$ cat src/rtl/tx_guard_pkg.sv
package tx_guard_pkg;

  // Decoded one-cycle write requests from the register port.
  typedef struct packed {
    logic mode_wr;   // write to the mode register
    logic mode_val;  // value of bit 0 written to the mode register
    logic kick;      // valid key written to the kick register
    logic flag_clr;  // request to clear the sticky timeout flag
  } tg_req_t;

  localparam int unsigned TG_ADDR_W = 2;
  localparam int unsigned TG_DATA_W = 8;

  localparam logic [TG_ADDR_W-1:0] TG_ADDR_MODE = 2'd0;
  localparam logic [TG_ADDR_W-1:0] TG_ADDR_KICK = 2'd1;
  localparam logic [TG_ADDR_W-1:0] TG_ADDR_FLAG = 2'd2;

  localparam logic [TG_DATA_W-1:0] TG_KEY = 8'hA2;

endpackage

$ cat src/rtl/tg_regs.sv
module tg_regs
  import tx_guard_pkg::*;
#(
  parameter int unsigned ADDR_W = TG_ADDR_W,
  parameter int unsigned DATA_W = TG_DATA_W,
  parameter logic [ADDR_W-1:0] A_MODE = TG_ADDR_MODE,
  parameter logic [ADDR_W-1:0] A_KICK = TG_ADDR_KICK,
  parameter logic [ADDR_W-1:0] A_FLAG = TG_ADDR_FLAG,
  parameter logic [DATA_W-1:0] KEY    = TG_KEY
) (
  input  logic              clk,
  input  logic              rst_n,
  input  logic              wr_en_i,
  input  logic [ADDR_W-1:0] wr_addr_i,
  input  logic [DATA_W-1:0] wr_data_i,
  output tg_req_t           req_o
);

  logic hit_mode, hit_kick, hit_flag;

  always_comb begin
    hit_mode = wr_en_i && (wr_addr_i == A_MODE);
    hit_kick = wr_en_i && (wr_addr_i == A_KICK);
    hit_flag = wr_en_i && (wr_addr_i == A_FLAG);

    req_o          = '0;
    req_o.mode_wr  = hit_mode;
    req_o.mode_val = hit_mode && wr_data_i[0];
    req_o.kick     = hit_kick && (wr_data_i == KEY);
    req_o.flag_clr = hit_flag && wr_data_i[0];
  end

  // a kick-register write whose data is not the key must not kick
  assert_bad_key_ignored_R5: assert property (@(posedge clk) disable iff (!rst_n)
    (hit_kick && (wr_data_i != KEY)) |-> !req_o.kick);

  // At most one register is addressed per write
  assert_single_target_R6: assert property (@(posedge clk) disable iff (!rst_n)
    $onehot0({req_o.mode_wr, req_o.kick, req_o.flag_clr}));

endmodule

$ cat src/rtl/tg_counter.sv
module tg_counter
  import tx_guard_pkg::*;
#(
  parameter int unsigned CNT_W = 13
) (
  input  logic clk,
  input  logic rst_n,
  input  logic tick_i,
  input  logic tx_mode_i,   // current mode register value
  input  logic tx_enter_i,  // receive-to-transmit write this cycle
  input  logic kick_i,      // valid key written this cycle
  output logic expire_o     // final tick consumed this cycle
);

  localparam logic [CNT_W-1:0] CNT_FULL = {CNT_W{1'b1}};
  localparam logic [CNT_W-1:0] CNT_ONE  = {{(CNT_W-1){1'b0}}, 1'b1};

  logic [CNT_W-1:0] cnt_q, cnt_d;
  logic             reload, step, cnt_en;

  always_comb begin
    reload   = kick_i || tx_enter_i;
    step     = tx_mode_i && tick_i && !reload;
    expire_o = step && (cnt_q <= CNT_ONE);
    cnt_en   = reload || (step && (cnt_q != '0));
    cnt_d    = reload ? CNT_FULL : (cnt_q - CNT_ONE);
  end

  always_ff @(posedge clk or negedge rst_n) begin
    if (!rst_n) begin
      cnt_q <= CNT_FULL;
    end else if (cnt_en) begin
      cnt_q <= cnt_d;
    end
  end

  // any reload sets the full budget
  assert_reload_full_R4: assert property (@(posedge clk) disable iff (!rst_n)
    reload |=> (cnt_q == CNT_FULL));

  // in receive without a reload, the counter is frozen
  assert_hold_in_rx_R2: assert property (@(posedge clk) disable iff (!rst_n)
    (!tx_mode_i && !reload) |=> $stable(cnt_q));

  // without a tick and without a reload, nothing moves
  assert_no_tick_no_count_R2: assert property (@(posedge clk) disable iff (!rst_n)
    (!tick_i && !reload) |=> $stable(cnt_q));

  // a kick in the cycle of the last tick prevents expiry
  assert_kick_beats_expiry_R10: assert property (@(posedge clk) disable iff (!rst_n)
    kick_i |-> !expire_o);

endmodule

$ cat src/rtl/tg_mode_ctrl.sv
module tg_mode_ctrl
  import tx_guard_pkg::*;
(
  input  logic    clk,
  input  logic    rst_n,
  input  tg_req_t req_i,
  input  logic    expire_i,
  output logic    tx_mode_o,
  output logic    tx_enter_o,
  output logic    timeout_o
);

  logic mode_q, mode_d, mode_en;
  logic flag_q, flag_d, flag_en;

  always_comb begin
    tx_enter_o = req_i.mode_wr && req_i.mode_val && !mode_q;

    // forced receive has priority over a software write
    mode_en = expire_i || req_i.mode_wr;
    mode_d  = expire_i ? 1'b0 : req_i.mode_val;

    // setting the flag has priority over clearing it
    flag_en = expire_i || req_i.flag_clr;
    flag_d  = expire_i;
  end

  always_ff @(posedge clk or negedge rst_n) begin
    if (!rst_n) begin
      mode_q <= 1'b0;
    end else if (mode_en) begin
      mode_q <= mode_d;
    end
  end

  always_ff @(posedge clk or negedge rst_n) begin
    if (!rst_n) begin
      flag_q <= 1'b0;
    end else if (flag_en) begin
      flag_q <= flag_d;
    end
  end

  assign tx_mode_o = mode_q;
  assign timeout_o = flag_q;

  // expiry returns the interface to receive and raises the flag
  assert_expire_to_rx_R3: assert property (@(posedge clk) disable iff (!rst_n)
    expire_i |=> (!mode_q && flag_q));

  // a concurrent mode write of 1 cannot keep transmit alive
  assert_forced_rx_wins_R8: assert property (@(posedge clk) disable iff (!rst_n)
    (expire_i && req_i.mode_wr && req_i.mode_val) |=> !mode_q);

  // the flag stays set until cleared
  assert_flag_sticky_R7: assert property (@(posedge clk) disable iff (!rst_n)
    (flag_q && !req_i.flag_clr) |=> flag_q);

  // a clear in the expiry cycle loses
  assert_set_beats_clear_R9: assert property (@(posedge clk) disable iff (!rst_n)
    (expire_i && req_i.flag_clr) |=> flag_q);

  // Expiry can only happen while transmitting
  assert_expire_only_in_tx_R2: assert property (@(posedge clk) disable iff (!rst_n)
    expire_i |-> mode_q);

endmodule

$ cat src/rtl/tx_timeout_guard.sv
module tx_timeout_guard
  import tx_guard_pkg::*;
#(
  parameter int unsigned CNT_W  = 13,
  parameter int unsigned ADDR_W = TG_ADDR_W,
  parameter int unsigned DATA_W = TG_DATA_W
) (
  input  logic              clk,
  input  logic              rst_n,
  input  logic              tick_i,
  input  logic              wr_en_i,
  input  logic [ADDR_W-1:0] wr_addr_i,
  input  logic [DATA_W-1:0] wr_data_i,
  output logic              tx_mode_o,
  output logic              timeout_o
);

  tg_req_t req;
  logic    expire, tx_enter, tx_mode;

  tg_regs #(
    .ADDR_W (ADDR_W),
    .DATA_W (DATA_W)
  ) u_regs (
    .clk       (clk),
    .rst_n     (rst_n),
    .wr_en_i   (wr_en_i),
    .wr_addr_i (wr_addr_i),
    .wr_data_i (wr_data_i),
    .req_o     (req)
  );

  tg_counter #(
    .CNT_W (CNT_W)
  ) u_cnt (
    .clk        (clk),
    .rst_n      (rst_n),
    .tick_i     (tick_i),
    .tx_mode_i  (tx_mode),
    .tx_enter_i (tx_enter),
    .kick_i     (req.kick),
    .expire_o   (expire)
  );

  tg_mode_ctrl u_mode (
    .clk        (clk),
    .rst_n      (rst_n),
    .req_i      (req),
    .expire_i   (expire),
    .tx_mode_o  (tx_mode),
    .tx_enter_o (tx_enter),
    .timeout_o  (timeout_o)
  );

  assign tx_mode_o = tx_mode;

  // transmit can only end by a software write or by expiry
  assert_tx_exit_cause_R3: assert property (@(posedge clk) disable iff (!rst_n)
    $fell(tx_mode_o) |-> ($past(req.mode_wr) || $rose(timeout_o) || timeout_o));

endmodule

$ cat config.mk
export PLATFORM = sky130hd
export DESIGN_NAME = tx_timeout_guard
export DESIGN_NICKNAME = d
export VERILOG_FILES = /design/src/rtl/tx_guard_pkg.sv /design/src/rtl/tg_regs.sv /design/src/rtl/tg_counter.sv /design/src/rtl/tg_mode_ctrl.sv /design/src/rtl/tx_timeout_guard.sv
export SDC_FILE = /design/constraint.sdc
export NUM_CORES = 1
export LEC_CHECK = 0
export CORE_MARGIN = 2
export CORE_UTILIZATION = 25
export CTS_CLUSTER_DIAMETER = 50
export DETAILED_ROUTE_END_ITERATION = 10
export GPL_TIMING_DRIVEN = 1
export SLEW_MARGIN = 20
export SYNTH_ARGS = -nofsm -noshare
export SYNTH_HDL_FRONTEND = slang
export SYNTH_SLANG_ARGS = --single-unit
$ cat constraint.sdc
create_clock -name clk -period 2.6 [get_ports clk]
set_clock_uncertainty 0.2 [all_clocks]
set_input_delay 0.65 -clock clk [delete_from_list [all_inputs] [get_ports clk]]
set_output_delay 0.65 -clock clk [all_outputs]
set_load 0.01 [all_outputs]
==> results.json, run 1 <==
{
  "status": "finished, final reports clean",
  "slew_headroom": 0.5311,
  "worstMarginPinSlew_ns": 0.7012,
  "p_per_area_nw_per_um2": 671.8,
  "critPathCapture": "u_cnt.cnt_q[8]$_DFFE_PN1P_",
  "crit_start": "wr_data_i[0]",
  "first_global_vias": 931,
  "synth_seq_cells": 15,
  "numPortBuffers": 15,
  "rows": 23,
  "netlist_top_cells_count": "dfstp_2 (13), nor3_1 (12), mux2i_1 (8)",
  "ys.flop_type": "dfstp_2",
  "setup_viol": 0,
  "track_usage": 0.1282,
  "final_nets": 141,
  "yosys_warnings": 0,
  "r2r_cells": 6,
  "yosys.cell_count.top_type": "dfstp_2",
  "worstSkewPairLatency_ns": 0.25,
  "grt_overflow_total": 0,
  "fmax_mhz": 443.8,
  "clk_pin_slew_worst_paths_ns": 0.06,
  "worstPathMaxFanout": 6,
  "cts_made_buffers": 3,
  "end_kind": "flip-flop",
  "die_area_um2": 4537,
  "antenna_left": 0,
  "cp_slowest_cell": "clkdlybuf4s50_1",
  "clock-sinks": 15,
  "avgViaCountPerCell": 5.214,
  "synth_cell_type_count": 37,
  "slowest_delay_ns": 0.49,
  "reg2reg_slack_ns": 0.41,
  "antenna_found_initial": 0,
  "start_util": 0.2545,
  "h-tree-depth": 1,
  "drc_errors": 0,
  "first_pass_iters": 5,
  "grt_pass1_wl_mm": 4.360,
  "vias": 902,
  "tns_ns": 0,
  "place.detailed.instances": 169,
  "grt_max_degree": 16,
  "chipHeight_um": 67.36,
  "syn_avg_cell_area_um2": 9.649,
  "io_pins": 16,
  "drv_cap": 0,
  "criticalPathCategory": "in2reg",
  "synth_top_area_cell": "dfstp_2",
  "pre_cts_slack_ns": 0.1041,
  "cp.required_ns": 2.57,
  "synthCells": 104,
  "cts.path.max_buffers": 2,
  "root_buffer": "clkbuf_8",
  "synth_nets": 121,
  "period_minus_slack_ns": 2.253,
  "critPathArrivalTime_ns": 2.22,
  "place.detailed.hpwl_mm": 1.876,
  "path_cells": "clkdlybuf4s50_1 -> nor4bb_1 -> nand3_1 -> and4_1 -> o21ai_0",
  "die_x_um": 67.36,
  "gp_congestion": 0.8749,
  "mappedNetlistArea_um2": 1003,
  "slew_violations": 0,
  "hold_buffers": 0,
  "r2r_end": "u_cnt.cnt_q[5]$_DFFE_PN1P_",
  "post_cts_resized": 0,
  "drt_wl_total_mm": 2.540,
  "synth_top_area_frac": 0.3404,
  "rsz0062_at_grt": "false",
  "r2r_start": "u_cnt.cnt_q[1]$_DFFE_PN1P_",
  "worst_slack_ns": 0.3465,
  "synth_area_leaders": "dfstp_2 (34%), mux2i_1 (8.0%), nor3_1 (6.0%)",
  "finalCritPeriodShare": 0.8667,
  "antenna_cells": 0,
  "core_um2": 3943,
  "cts_tree": "yes",
  "hold_violations": 0,
  "ys_seq_area_frac": 0.3903,
  "drt_iter0_drc": 15,
  "syn2layout_area_growth_pct": 27.81,
  "post_cts_buffers": 0,
  "postSynth.asyncResetShare": 1.000,
  "power_leakage_nw": 0.4744,
  "synth_edf_count": 0,
  "crit_path_start_kind": "primary input",
  "hp-class": "reg2reg",
  "avgRoutedWirePerCell_um": 14.68,
  "layout-drive-gt1-share": 0.2276,
  "finalNonFillerCells": 173,
  "vdd_drop_max_mv": 0.3677
}
per-layer routing:
metal | GRT usage | part of all wire | up-vias
met2 | 0.2215 | 0.49 | 15
li1 | - | - | 446
met1 | 0.1509 | 0.46 | 432
met4 | 0.06888 | 0.030 | 0
met3 | 0.02167 | 0.018 | 9
met5 | 0 | 0 | -
cells in the final DEF (no fill, tap or decap), types with 2 or more instances in the layout:
| cell | synthesis | final |
|---|---|---|
| buf_4 | 0 | 3 |
| ha_1 | 3 | 3 |
| clkbuf_8 | 0 | 3 |
| dfstp_2 | 13 | 13 |
| mux2i_1 | 8 | 8 |
| o21ai_0 | 6 | 6 |
| nor3_1 | 12 | 12 |
| nand4_1 | 3 | 3 |
| nor3b_1 | 3 | 3 |
| clkdlybuf4s50_1 | 0 | 15 |
| a31oi_1 | 4 | 4 |
| and4_1 | 2 | 2 |
| dfrtp_1 | 2 | 2 |
| nand3_1 | 3 | 3 |
| nor4bb_1 | 2 | 2 |
| nor4_1 | 3 | 3 |
| nor2_1 | 6 | 6 |
| a41oi_1 | 2 | 2 |
| nand2_1 | 6 | 6 |
| o211ai_1 | 2 | 2 |
| inv_1 | 2 | 2 |
| nor4b_1 | 3 | 3 |
per-stage QoR:
step                area (um2)  total power [mW]  hold WS (ns)  utilization
floorplan                 1003            0.5709        0.1544            -
global placement          1236            0.6525        0.3308       0.3136
detailed placement        1236            0.6674        0.3383       0.3136
CTS                       1282            0.8673        0.3536       0.3253
global route              1282            0.9314        0.3793       0.3253
finish                    1282            0.8616        0.3489       0.3253
logic make-up (layout without fill, tap and decap cells):
family,count (synthesis),after routing,share of synthesized area
simple gates,52,52,0.3279
compound gates,20,20,0.1347
flops,15,15,0.3903
mux,8,8,0.07980
buf+inv,6,25,0.02993
fa+ha+maj,3,3,0.03741
where the power goes:
| part | total [mW] | internal, mW | switching, mW |
|---|---|---|---|
| clock | 0.196 | 0.106 | 0.0894 |
| combinational | 0.240 | 0.119 | 0.122 |
| sequential | 0.426 | 0.340 | 0.0854 |
area by class of cell:
type | count | area (um2)
Multi-Input combinational cell | 83 | 581.8
Fill cell | 399 | 2660
Inverter | 2 | 7.507
Clock buffer | 3 | 41.29
Tap cell | 50 | 62.56
Sequential cell | 15 | 391.6
Clock inverter | 1 | 5.005
Timing Repair Buffer | 19 | 192.7
worst max-delay path: cells and delay by family:
family	cells	cell delay, ns
simple gates	3	0.94
buf+inv	1	0.49
compound gates	1	0.14
sequential cells by signal, indices dropped and copies added (netlist names):
signal / flops
u_cnt.cnt_q: 13
u_mode.timeout_o: 1
u_mode.tx_mode_o: 1
worst min-delay path by stage:
stage / from / endpoint / slack [ns] / depth (start not counted)
after floorplan: rst_n / u_mode.timeout_o$_DFFE_PN0P_ / 0.15 / 0
after global placement: u_cnt.cnt_q[4]$_DFFE_PN1P_ / u_cnt.cnt_q[4]$_DFFE_PN1P_ / 0.33 / 1
after detailed placement: u_cnt.cnt_q[4]$_DFFE_PN1P_ / u_cnt.cnt_q[4]$_DFFE_PN1P_ / 0.34 / 1
after CTS: u_cnt.cnt_q[4]$_DFFE_PN1P_ / u_cnt.cnt_q[4]$_DFFE_PN1P_ / 0.35 / 1
after global routing: u_cnt.cnt_q[3]$_DFFE_PN1P_ / u_cnt.cnt_q[3]$_DFFE_PN1P_ / 0.38 / 1
final: u_cnt.cnt_q[4]$_DFFE_PN1P_ / u_cnt.cnt_q[4]$_DFFE_PN1P_ / 0.35 / 1
Note: power is estimated with default switching activity, not from simulation.
==> run 2: changes to the inputs <==
clock period = 1.83 ns   (was 2.6 ns; I/O delays follow)
==> run 2 against run 1 <==
The flow now finishes with violations (negative setup slack). Via count is 21% higher. Core utilization rose by 13 points. Worst hold slack worse by 0.037 ns. Sequential power up 29%. Total power grew 77%. Wire length increased by 38%. Register-to-register slack got worse by 0.69 ns. Flip-flop and latch count stayed put. Critical path depth shrank 1. Final cell count up 21%. Critical path type is now reg2reg. Critical endpoint is now u_cnt.cnt_q[5]$_DFFE_PN1P_. Largest cell class unchanged. Largest power group is now combinational cells.
==> results.json, run 2 (same netlist as run 1, synthesis figures left out) <==
{
  "largest_register_ffs": 13,
  "rows": 23,
  "slew_violations": 0,
  "layout_common_cells": "buf_4 (34), dfstp_2 (13), nor3_1 (11)",
  "end_kind": "flip-flop",
  "reg2reg_slack_ns": -0.28,
  "rsz0062_at_grt": "true",
  "final_nets": 178,
  "root_buffer": "clkbuf_8",
  "critical_path_buf_inv_count": 0,
  "worstMarginPinSlew_ns": 0.4637,
  "io_pins": 16,
  "power.share.clock": 0.184,
  "fmax_mhz": 474.9,
  "die_x_um": 67.36,
  "start_util": 0.2545,
  "p_sw_frac": 0.3538,
  "critPathTopFamily": "simple AND/OR/NAND/NOR gates",
  "antenna_cells": 0,
  "vias": 1094,
  "slew_headroom": 0.6901,
  "criticalPathCategory": "reg2reg",
  "cp_slowest_cell": "or4_4",
  "final_common_cell": "buf_4",
  "power_switching_mw": 0.5388,
  "hold_violations": 0,
  "period_minus_slack_ns": 2.106,
  "grt_overflow_total": 0,
  "clk_pin_slew_worst_paths_ns": 0.06,
  "drt_wl_total_mm": 3.497,
  "hold_buffers": 0,
  "grt_max_degree": 16,
  "core_um2": 3943,
  "numPortBuffers": 15,
  "status": "finished with violations",
  "cts_tree": "yes",
  "crit_path_start_kind": "flip-flop",
  "p_seq_frac": 0.361,
  "combinationalPowerShare": 0.455,
  "drc_errors": 0,
  "cts_made_buffers": 3,
  "avgViaCountPerCell": 5.210,
  "intPower_mw": 0.9842,
  "drv_cap": 0,
  "syn2layout_area_growth_pct": 80.17,
  "regMostFlops": "u_cnt.cnt_q",
  "gp_congestion": 0.8117,
  "antenna_found_initial": 0,
  "avgRoutedWirePerCell_um": 16.65,
  "cp.required_ns": 1.81,
  "die_area_um2": 4537,
  "first_pass_iters": 4,
  "power_leakage_nw": 0.7457,
  "drt_iter0_drc": 28,
  "grt_pass1_wl_mm": 5.671,
  "clock-sinks": 15,
  "violations": "negative setup slack",
  "setup_viol": 13,
  "pre_cts_slack_ns": -0.4683,
  "track_usage": 0.1710,
  "worstPathMaxFanout": 5,
  "slowest_delay_ns": 0.56,
  "layout-drive-gt1-share": 0.5875,
  "worst_slack_ns": -0.2755,
  "path_cells": "or4_4 -> or4b_4 -> nand4_1 -> mux2i_1",
  "worstSkewPairLatency_ns": 0.25,
  "h-tree-depth": 1,
  "finalCritPeriodShare": 1.151,
  "first_global_vias": 1155,
  "cts.path.max_buffers": 2,
  "chipHeight_um": 67.36,
  "placed_cell_area_um2": 1459,
  "hp-class": "in2async",
  "design_area_um2": 1808,
  "p_per_area_nw_per_um2": 842.4,
  "vdd_drop_max_mv": 0.5517,
  "place.detailed.hpwl_mm": 2.252,
  "antenna_left": 0,
  "critPathArrivalTime_ns": 2.09
}
[run 2: cell count changes in the layout (fill, tap and decap cells not counted), sizes merged]
cell and change:
buf +36, clkbuf +1, clkdlybuf4s50 -10, clkinv -1
dlygate4sd2 +8, dlymetal6s2s +2, or4b +1
[run 2: what timing repair did]
item | CTS | global route
gates cloned | 2 | 0
buffers inserted | 4 | 3
endpoints found under the setup margin | 16 | 17
pin swaps | 17 | 8
resized for setup | 44 | 15
[run 2: worst register-to-register path: cells and delay by family, from the launching register on]
kind	cells	cell delay (ns)
flops	1	0.38
simple gates	3	1.26
mux	1	0.20
[run 2: final timing paths]
kind | start | depth (start not counted) | end
worst max-delay path | u_cnt.cnt_q[11]$_DFFE_PN1P_ | 4 | u_cnt.cnt_q[5]$_DFFE_PN1P_
worst min-delay path | rst_n | 2 | u_mode.timeout_o$_DFFE_PN0P_
worst max register to register | u_cnt.cnt_q[11]$_DFFE_PN1P_ | 4 | u_cnt.cnt_q[5]$_DFFE_PN1P_
worst min register to register | u_mode.timeout_o$_DFFE_PN0P_ | 2 | u_mode.timeout_o$_DFFE_PN0P_
max in group asynchronous | rst_n | 2 | u_cnt.cnt_q[8]$_DFFE_PN1P_
min in group clk | u_mode.timeout_o$_DFFE_PN0P_ | 2 | u_mode.timeout_o$_DFFE_PN0P_
[run 2: power by group through the flow]
stage	Combinational (mW)	Clock, mW	Sequential (mW)
5_1_grt	0.760	0.304	0.559
6_report	0.693	0.280	0.550
3_3_place_gp	0.580	0	0.529
4_1_cts	0.651	0.287	0.536
3_5_place_dp	0.602	0	0.535
2_1_floorplan	0.242	0	0.574
[run 2: area by class of cell]
class | count | area, um2
Fill cell | 348 | 2135
Multi-Input combinational cell | 84 | 804.5
Clock buffer | 4 | 45.04
Tap cell | 50 | 62.56
Timing Repair Buffer | 55 | 496.7
Inverter | 2 | 7.507
Sequential cell | 15 | 391.6
[run 2: layer usage]
| metal | share of wire | up-vias | global-route usage |
|---|---|---|---|
| met5 | 0 | - | 0 |
| met4 | 0.021 | 0 | 0.07908 |
| met3 | 0.027 | 9 | 0.02333 |
| met2 | 0.53 | 24 | 0.2933 |
| met1 | 0.42 | 540 | 0.2115 |
| li1 | - | 521 | - |
[run 2: stage by stage]
stage / setup TNS (ns) / util / total power [mW] / hold WS (ns) / instances
global route: -3.625 / 0.4586 / 1.623 / 0.3285 / 210
detailed placement: -6.039 / 0.3700 / 1.137 / 0.4175 / 200
global placement: -5.032 / 0.3700 / 1.108 / 0.3905 / 200
floorplan: -1.817 / - / 0.8159 / -0.03809 / 104
finish: -2.953 / 0.4586 / 1.523 / 0.3121 / 210
CTS: -2.462 / 0.4354 / 1.473 / 0.3108 / 207
